`src/rtl/flash_cmd_pkg.sv`:
```
package flash_cmd_pkg;
  localparam logic [7:0] CMD_ERASE   = 8'h20;
  localparam logic [7:0] CMD_PROGRAM = 8'h40;
  localparam logic [7:0] CMD_CONFIRM = 8'hD0;
  localparam logic [7:0] CMD_SUSPEND = 8'hB0;
  localparam logic [7:0] CMD_ARRAY   = 8'hFF;
  localparam logic [7:0] CMD_STATUS  = 8'h70;
  localparam logic [7:0] CMD_CLEAR   = 8'h50;

  typedef enum logic [2:0] {
    SEQ_IDLE,
    SEQ_ERS_SETUP,
    SEQ_PGM_SETUP,
    SEQ_ERS_BUSY,
    SEQ_PGM_BUSY,
    SEQ_ERS_SUSP,
    SEQ_PGM_SUSP
  } seq_state_t;
endpackage

```
`src/rtl/fcc_bus_capture.sv`:
```
module fcc_bus_capture #(
  parameter int ADDR_W = 20,
  parameter int DATA_W = 16
) (
  input  logic              clk,
  input  logic              rst_n,
  input  logic              ce_n,
  input  logic              we_n,
  input  logic [ADDR_W-1:0] addr,
  input  logic [DATA_W-1:0] data,
  output logic              cmd_valid,
  output logic [ADDR_W-1:0] cmd_addr,
  output logic [DATA_W-1:0] cmd_data
);
  logic wr_active;
  logic act_q;

  assign wr_active = ~ce_n & ~we_n;

  always_ff @(posedge clk or negedge rst_n) begin
    if (!rst_n) begin
      act_q    <= 1'b0;
      cmd_addr <= '0;
      cmd_data <= '0;
    end else begin
      act_q <= wr_active;
      if (wr_active) begin
        cmd_addr <= addr;
        cmd_data <= data;
      end
    end
  end

  // first strobe to rise ends the write
  assign cmd_valid = act_q & ~wr_active;
endmodule

```
`src/rtl/fcc_wsm.sv`:
```
module fcc_wsm #(
  parameter int BUSY_CYCLES = 64
) (
  input  logic clk,
  input  logic rst_n,
  input  logic start,
  input  logic pause,
  output logic done
);
  localparam int CW = $clog2(BUSY_CYCLES + 1);
  localparam logic [CW-1:0] LOAD = CW'(BUSY_CYCLES);

  logic [CW-1:0] cnt_q, cnt_nxt;
  logic          running;

  assign running = (cnt_q != '0) & ~pause;

  always_comb begin
    cnt_nxt = cnt_q;
    if (start)        cnt_nxt = LOAD;
    else if (running) cnt_nxt = cnt_q - 1'b1;
  end

  always_ff @(posedge clk or negedge rst_n) begin
    if (!rst_n) cnt_q <= '0;
    else        cnt_q <= cnt_nxt;
  end

  assign done = running & (cnt_q == CW'(1));
endmodule

```
`src/rtl/fcc_seq.sv`:
```
module fcc_seq
  import flash_cmd_pkg::*;
#(
  parameter int ADDR_W = 20,
  parameter int DATA_W = 16
) (
  input  logic              clk,
  input  logic              rst_n,
  input  logic              cmd_valid,
  input  logic [ADDR_W-1:0] cmd_addr,
  input  logic [DATA_W-1:0] cmd_data,
  input  logic              wsm_done,
  output logic              wsm_start,
  output logic              wsm_pause,
  output logic              rd_status,
  output logic [7:0]        status,
  output logic [ADDR_W-1:0] op_addr,
  output logic [DATA_W-1:0] op_data
);
  seq_state_t        st_q, st_nxt;
  logic              rd_q, rd_nxt;
  logic              eerr_q, eerr_nxt;
  logic              perr_q, perr_nxt;
  logic [ADDR_W-1:0] oa_q, oa_nxt;
  logic [DATA_W-1:0] od_q, od_nxt;
  logic [7:0]        cb;
  logic              is_busy;

  assign cb = cmd_data[7:0];

  always_comb begin
    st_nxt    = st_q;
    rd_nxt    = rd_q;
    eerr_nxt  = eerr_q;
    perr_nxt  = perr_q;
    oa_nxt    = oa_q;
    od_nxt    = od_q;
    wsm_start = 1'b0;
    case (st_q)
      SEQ_IDLE: if (cmd_valid) begin
        case (cb)
          CMD_ERASE:   begin st_nxt = SEQ_ERS_SETUP; rd_nxt = 1'b1; end
          CMD_PROGRAM: begin st_nxt = SEQ_PGM_SETUP; rd_nxt = 1'b1; end
          CMD_STATUS:  rd_nxt = 1'b1;
          CMD_ARRAY:   rd_nxt = 1'b0;
          CMD_CLEAR:   begin eerr_nxt = 1'b0; perr_nxt = 1'b0; end
          default: ;
        endcase
      end
      SEQ_ERS_SETUP: if (cmd_valid) begin
        rd_nxt = 1'b1;
        if (cb == CMD_CONFIRM) begin
          st_nxt    = SEQ_ERS_BUSY;
          wsm_start = 1'b1;
          oa_nxt    = cmd_addr;
        end else begin
          st_nxt   = SEQ_IDLE;
          eerr_nxt = 1'b1;
          perr_nxt = 1'b1;
        end
      end
      SEQ_PGM_SETUP: if (cmd_valid) begin
        rd_nxt    = 1'b1;
        st_nxt    = SEQ_PGM_BUSY;
        wsm_start = 1'b1;
        oa_nxt    = cmd_addr;
        od_nxt    = cmd_data;
      end
      SEQ_ERS_BUSY, SEQ_PGM_BUSY: begin
        if (cmd_valid && cb == CMD_STATUS) rd_nxt = 1'b1;
        if (wsm_done)
          st_nxt = SEQ_IDLE;
        else if (cmd_valid && cb == CMD_SUSPEND)
          st_nxt = (st_q == SEQ_ERS_BUSY) ? SEQ_ERS_SUSP : SEQ_PGM_SUSP;
      end
      SEQ_ERS_SUSP, SEQ_PGM_SUSP: if (cmd_valid) begin
        case (cb)
          CMD_CONFIRM: begin
            rd_nxt = 1'b1;
            st_nxt = (st_q == SEQ_ERS_SUSP) ? SEQ_ERS_BUSY : SEQ_PGM_BUSY;
          end
          CMD_STATUS: rd_nxt = 1'b1;
          CMD_ARRAY:  rd_nxt = 1'b0;
          default: ;
        endcase
      end
      default: st_nxt = SEQ_IDLE;
    endcase
  end

  always_ff @(posedge clk or negedge rst_n) begin
    if (!rst_n) begin
      st_q   <= SEQ_IDLE;
      rd_q   <= 1'b0;
      eerr_q <= 1'b0;
      perr_q <= 1'b0;
      oa_q   <= '0;
      od_q   <= '0;
    end else begin
      st_q   <= st_nxt;
      rd_q   <= rd_nxt;
      eerr_q <= eerr_nxt;
      perr_q <= perr_nxt;
      oa_q   <= oa_nxt;
      od_q   <= od_nxt;
    end
  end

  assign is_busy   = (st_q == SEQ_ERS_BUSY) | (st_q == SEQ_PGM_BUSY);
  assign wsm_pause = (st_q == SEQ_ERS_SUSP) | (st_q == SEQ_PGM_SUSP);
  assign rd_status = rd_q;
  assign op_addr   = oa_q;
  assign op_data   = od_q;
  assign status    = {~is_busy, st_q == SEQ_ERS_SUSP, eerr_q, perr_q,
                      1'b0, st_q == SEQ_PGM_SUSP, 2'b00};
endmodule

```
`src/rtl/flash_cmd_ctrl.sv`:
```
module flash_cmd_ctrl #(
  parameter int ADDR_W      = 20,
  parameter int DATA_W      = 16,
  parameter int BUSY_CYCLES = 64
) (
  input  logic              clk,
  input  logic              rst_n,
  input  logic              bus_ce_n,
  input  logic              bus_we_n,
  input  logic [ADDR_W-1:0] bus_addr,
  input  logic [DATA_W-1:0] bus_data,
  output logic              rd_status,
  output logic [7:0]        status,
  output logic [ADDR_W-1:0] op_addr,
  output logic [DATA_W-1:0] op_data
);
  logic [1:0]        rst_sync;
  logic              rst_int_n;
  logic              cmd_valid;
  logic [ADDR_W-1:0] cmd_addr;
  logic [DATA_W-1:0] cmd_data;
  logic              wsm_start, wsm_pause, wsm_done;

  always_ff @(posedge clk or negedge rst_n) begin
    if (!rst_n) rst_sync <= 2'b00;
    else        rst_sync <= {rst_sync[0], 1'b1};
  end
  assign rst_int_n = rst_sync[1];

  fcc_bus_capture #(.ADDR_W(ADDR_W), .DATA_W(DATA_W)) u_cap (
    .clk(clk), .rst_n(rst_int_n), .ce_n(bus_ce_n), .we_n(bus_we_n),
    .addr(bus_addr), .data(bus_data),
    .cmd_valid(cmd_valid), .cmd_addr(cmd_addr), .cmd_data(cmd_data)
  );

  fcc_wsm #(.BUSY_CYCLES(BUSY_CYCLES)) u_wsm (
    .clk(clk), .rst_n(rst_int_n), .start(wsm_start), .pause(wsm_pause),
    .done(wsm_done)
  );

  fcc_seq #(.ADDR_W(ADDR_W), .DATA_W(DATA_W)) u_seq (
    .clk(clk), .rst_n(rst_int_n), .cmd_valid(cmd_valid),
    .cmd_addr(cmd_addr), .cmd_data(cmd_data), .wsm_done(wsm_done),
    .wsm_start(wsm_start), .wsm_pause(wsm_pause), .rd_status(rd_status),
    .status(status), .op_addr(op_addr), .op_data(op_data)
  );
endmodule

```
`config.mk`:
```
export PLATFORM = sky130hd
export DESIGN_NAME = flash_cmd_ctrl
export DESIGN_NICKNAME = d
export VERILOG_FILES = /design/src/rtl/flash_cmd_pkg.sv /design/src/rtl/fcc_bus_capture.sv /design/src/rtl/fcc_wsm.sv /design/src/rtl/fcc_seq.sv /design/src/rtl/flash_cmd_ctrl.sv
export SDC_FILE = /design/constraint.sdc
export NUM_CORES = 1
export LEC_CHECK = 0
export ABC_AREA = 1
export BUFFER_PORTS_ARGS = -buffer_cell sky130_fd_sc_hd__buf_2
export CORE_ASPECT_RATIO = 2
export CORE_MARGIN = 2
export CORE_UTILIZATION = 31
export CTS_BUF_LIST = sky130_fd_sc_hd__clkbuf_8
export DETAILED_ROUTE_END_ITERATION = 16
export PLACE_DENSITY = 0.5
export SLEW_MARGIN = 20
export SYNTH_ARGS = -nofsm -noshare
export SYNTH_HDL_FRONTEND = slang
export SYNTH_SLANG_ARGS = --single-unit
```
`constraint.sdc`:
```
create_clock -name clk -period 7.5 [get_ports clk]
set_input_delay 1.875 -clock clk [delete_from_list [all_inputs] [get_ports clk]]
set_output_delay 1.875 -clock clk [all_outputs]
set_load 0.01 [all_outputs]
```
=== Yosys cells after proc, flatten, opt, wreduce, memory -nomap -nowiden ===
Index checks and enable logic that the tools add are counted.

* Add/sub/neg operators: 1
* Equal/unequal tests: 28
* Multiplexer cells: 34
* Reduce and logical (&&, ||, !) cells: 18
* Bitwise operators: 11

{| class="wikitable"
|+ Operators with widths
! operator !! count
|-
| 2-to-1 mux 20 bit || 3
|-
| one-hot mux 20 bit (2 select lines) || 1
|-
| equality test 8 x 7 -> 1 bit, second input constant || 3
|-
| equality test 8 bit, second input constant || 3
|-
| 2-to-1 mux 3 bit || 8
|-
| inequality test 2 x 1 -> 1 bit, second input constant || 8
|-
| one-hot mux 3 bit (5 select lines) || 1
|-
| 2-to-1 mux 7 bit || 2
|-
| AND reduction 7 bit || 2
|-
| 2-to-1 mux 1 bit || 11
|-
| equality test 3 bit, second input constant || 3
|-
| equality test 8 x 6 -> 1 bit, second input constant || 1
|-
| one-hot mux 1 bit (2 select lines) || 4
|-
| OR reduction 2 bit || 4
|-
| equality test 7 x 1 -> 1 bit, second input constant || 1
|-
| nonzero test 7 bit || 1
|-
| subtractor 7 x 1 -> 7 bit, second input constant || 1
|-
| equality test 3 x 2 -> 1 bit, second input constant || 2
|-
| inequality test 3 x 2 -> 1 bit, second input constant || 2
|-
| one-hot mux 3 bit (2 select lines) || 1
|-
| nonzero test 2 bit || 3
|-
| NOT 1 bit || 5
|-
| AND reduction 5 bit || 1
|-
| AND 1 bit || 4
|-
| 13 further kinds || 17
|}

* Input bits: 40
* Output and inout bits: 45
* Flip-flop bits (word level): 87
* Word-level logic and storage cells: 102

=== Logic depth before layout (Yosys ltp) ===
* Word-level depth: 8
* Mapped depth: 12
* Mapped depth without buffers: 12

=== Modules after synthesis ===
From an unflattened synthesis, not the netlist that was laid out.

* Cell total of the unflattened synthesis: 476
* Area, all modules: 4100.2 um^2

{| class="wikitable"
|+ By module, submodules not included
! module !! instances !! cells an instance !! area an instance (um^2) !! sequential area each (um^2)
|-
| fcc_seq || 1 || 250 || 2028.2 || 1026.0
|-
| fcc_bus_capture || 1 || 160 || 1508.9 || 925.9
|-
| fcc_wsm || 1 || 63 || 509.2 || 175.2
|-
| flash_cmd_ctrl || 1 || 3 || 53.8 || 50.0
|}

=== Worst setup path after synthesis ===
Ideal clock, no wire load.

* Path kind: input-to-reg
* Start point: input bus_we_n
* End point: register u_seq.st_q[0]
* Setup time: 0.123 ns
* Required time: 7.377 ns
* Cell stages on the path: 7
* Path buffers: 0
* Arrival time: 2.672 ns
* Slack: 4.705 ns
* Cells stage by stage: nor2_4 nor2_2 and3_2 nor2_4 nor2_2 nand2_1 nand2_1

* Word-level cells in the longest chain between the ends: 7
* Elaborated cells between the ends (all ways): 11
* Those cells by class: eq/ne (5); bitwise (4); reduce/logical (2)

{| class="wikitable"
|+ RTL lines
! what !! line !! source
|-
| start: declaration || flash_cmd_ctrl.sv:9 || <nowiki>input logic bus_we_n,</nowiki>
|-
| NOT 1 bit (*) || fcc_bus_capture.sv:18 || <nowiki>assign wr_active = ~ce_n & ~we_n;</nowiki>
|-
| AND 1 bit (*) || fcc_bus_capture.sv:18 ||
|-
| NOT 1 bit (*) || fcc_bus_capture.sv:35 || <nowiki>assign cmd_valid = act_q & ~wr_active;</nowiki>
|-
| AND 1 bit (*) || fcc_bus_capture.sv:35 ||
|-
| logical AND 1 bit || fcc_seq.sv:73 || <nowiki>else if (cmd_valid && cb == CMD_SUSPEND)</nowiki>
|-
| inequality test 3 x 1 -> 1 bit (no source line) || -- ||
|-
| AND reduction 7 bit (no source line) (*) || -- ||
|-
| end signal: assignment || fcc_seq.sv:100 || <nowiki>st_q <= st_nxt;</nowiki>
|-
| end: declaration || fcc_seq.sv:20 || <nowiki>seq_state_t st_q, st_nxt;</nowiki>
|}

Mark *: on every way between the ends. The rest lies on a longest branch, timed or not.
A chain may end at the register's enable or synchronous reset.

=== Worst setup path in the final report ===
* Start point: input bus_we_n
* End point: register u_seq.od_q[12] (netlist: u_seq.op_data[12])

* Word-level cells in the longest chain between the ends: 5

{| class="wikitable"
|+ RTL lines
! what !! line !! source
|-
| NOT 1 bit || fcc_bus_capture.sv:18 ||
|-
| AND 1 bit || fcc_bus_capture.sv:18 ||
|-
| NOT 1 bit || fcc_bus_capture.sv:35 ||
|-
| AND 1 bit || fcc_bus_capture.sv:35 ||
|-
| AND reduction 2 bit (no source line) || -- ||
|-
| end signal: assignment || fcc_seq.sv:105 || <nowiki>od_q <= od_nxt;</nowiki>
|-
| end: declaration || fcc_seq.sv:25 || <nowiki>logic [DATA_W-1:0] od_q, od_nxt;</nowiki>
|}

Every way passes these cells.

==> qor.yml <==
remaining_drc_errors: 0
tns_ns: 0
port_buffers: 81
clk_latency_ns: 0.35
power_density_nw_per_um2: 268
post_cts_resized: 0
core_area_sq_um: 11700
synthArstFlopShare: 1.00
routedWlPerCell_um: 13.5
nNetsFinal: 517
grt_pass1_wl_um: 14300
vdd_ir_drop_max_uv: 123
final_common_cell: "nand2_1"
fp.dieW_um: 81.5
regToRegEndpoint: "u_seq.op_addr[17]"
synth_cells: 396
fmaxAchievable_mhz: 293
synthFlopType: "dfrtp_1"
finalWorstSetupSlack_ns: 4.09
clk_pin_slew_worst_paths_ns: 0.08
reg2reg_depth: 7
clockBufferDepth: 2
rows: 56
grt_antenna_before_repair: 0
synth_warnings: 0
drtIter0Drc: 159
start_util: 0.318
layout-drive-gt1-share: 0.273
grt_pass1_vias: 2837
worst_slew_pin_slew_ns: 0.878
cts-buffers-inserted: 9
critical_path_required_ns: 7.69
grtUsageMet3: 0.0415
power.total_uw: 1180
outcome: "finished, final reports clean"
final_cell_mix: "133 x nand2_1, 86 x dfrtp_1, 81 x buf_2, 44 x o21ai_0, 36 x inv_1"
yosysUniqueCellTypes: 31
grt_use_total: 0.145
vias: 2792
min_period_ns: 3.41
die_area_sq_um: 12900
place_congestion: 0.835
rrSetupSlack_ns: 5.48
dpl_worst_slack_ns: 3.67
worstPathArrival_ns: 3.61
synth-edff-count: 0
ioPinCount: 85
ctsHoldBuffers: 0
r2r_start: "u_seq.st_q[2]"
ant_nets: 0
ys_seq_area_frac: 0.585
cts_setup_buffers: 0
top_usage_layer: "met2"
wirelength_um: 8410
max_slew_margin: 0.413
holdCritPathClass: "reg2async"
synth-seq-cells: 87
rsz0062_at_grt: "no"
dp_hpwl_um: 5940
worstPathMaxFanout: 55
met2_usage: 0.230
drv_cap: 0
overflow: 0
cts_root_buffer: "clkbuf_8"
vias_per_cell: 4.47
n_fill_cell: 1204
start_kind: "input port"
endpoint_kind: "flip-flop"
firstDrtPassIters: 4
synthesis.area_sq_um: 3720
syn_avg_cell_area_sq_um: 9.39
gr-usage-met1: 0.177
crit_type: "in2reg"
finalHoldViolations: 0
p_leak_uw: 0.00235
finalSetupViolCount: 0
synthToLayoutAreaGrowth_pct: 18.5
cts_num_sinks: 87
grt_start_max_net_pins: 86
slew_violations: 0
tritoncts: "built"
ctsHtreeMaxLevel: 3
antenna_cells: 0
skew_ns: 0.00764
finalCritPeriodShare: 0.455
worst_hold_slack_ns: 0.277
die_y_um: 159
-- registers in the layout, indices dropped and copies added, names as in the netlist --
name and count:
u_cap.act_q 1, u_seq.op_addr 20, u_seq.op_data 16, rst_sync 2
u_seq.rd_status 1, u_seq.eerr_q 1, u_wsm.cnt_q 7, u_cap.cmd_data 16
u_seq.st_q 3, u_cap.cmd_addr 20
-- metrics by stage --
step,instances,utilization,cell area [sq um]
4_1_cts,623,0.374,4380
6_report,624,0.377,4410
5_1_grt,624,0.377,4410
2_1_floorplan,398,-,3730
3_5_place_dp,608,0.361,4220
3_3_place_gp,608,0.361,4220
-- cell usage after synthesis (2+ instances only) --
cell | number | share of area
nand2_1 | 133 | 0.13
dfrtp_1 | 87 | 0.59
o21ai_0 | 44 | 0.059
inv_1 | 32 | 0.032
mux2_2 | 19 | 0.058
nor2_1 | 15 | 0.015
nand3_1 | 11 | 0.015
clkbuf_1 | 6 | 0.0061
nor3_1 | 6 | 0.0081
buf_4 | 5 | 0.010
buf_2 | 4 | 0.0054
a21oi_1 | 3 | 0.0040
inv_2 | 3 | 0.0030
nor2_2 | 3 | 0.0050
nor2_4 | 3 | 0.0091
buf_6 | 2 | 0.0061
conb_1 | 2 | 0.0020
ha_1 | 2 | 0.0067
nand2_2 | 2 | 0.0034
nand2_4 | 2 | 0.0061
nand4_1 | 2 | 0.0034
-- cells by family (layout without fill, tap and decap cells) --
| logic type | after synthesis | after routing | share of synthesized area |
|---|---|---|---|
| buffers and inverters | 53 | 134 | 0.0653 |
| multiplexers | 19 | 19 | 0.0575 |
| AND/OR/NAND/NOR | 180 | 180 | 0.205 |
| XOR/XNOR | 1 | 1 | 0.00235 |
| flip-flops | 87 | 87 | 0.585 |
| AO/OA/AOI/OAI | 52 | 52 | 0.0760 |
| other | 2 | 4 | 0.00202 |
| adder cells (fa/ha/maj) | 2 | 2 | 0.00673 |
-- layout make-up --
type / instances / area [sq um] / area share
Sequential cell: 87 / 2180 / 0.495
Multi-Input combinational cell: 258 / 1310 / 0.297
Timing Repair Buffer: 83 / 440 / 0.0999
Tap cell: 145 / 181 / 0.0412
Inverter: 36 / 140 / 0.0318
Clock buffer: 10 / 138 / 0.0312
Clock inverter: 5 / 20.0 / 0.00454
-- power by group --
group | leakage (uW) | switching (uW) | internal [uW]
Clock | 0.0000971 | 154 | 123
Combinational | 0.00114 | 177 | 117
Sequential | 0.00111 | 57.1 | 555
Total | 0.00235 | 388 | 795
-- critical path, cell delays in order --
cell,delay [ns]
buf_2,0.11
nor2_4,0.08
buf_4,0.47
nor2_2,0.17
nand2_1,0.69
o21ai_0,0.18
-- how the worst max path moves through the flow --
| stage | from | endpoint | slack [ns] | cells after the start |
|---|---|---|---|---|
| final | bus_we_n | u_seq.op_data[12] | 4.09 | 6 |
| after global routing | bus_we_n | u_seq.op_data[2] | 3.83 | 6 |
| after CTS | bus_we_n | u_seq.op_data[14] | 4.08 | 6 |
| after detailed placement | bus_we_n | u_seq.op_data[7] | 3.67 | 6 |
| after global placement | bus_we_n | u_seq.op_data[9] | 3.75 | 6 |
| after floorplan | bus_we_n | u_seq.st_q[0] | 4.71 | 7 |
-- routing by layer --
layer	routed length, um	vias up
met3	424	17
met4	293	0
li1	-	1398
met1	3260	1315
met5	0	-
met2	4430	62
Power figures use the tool's default switching activity.
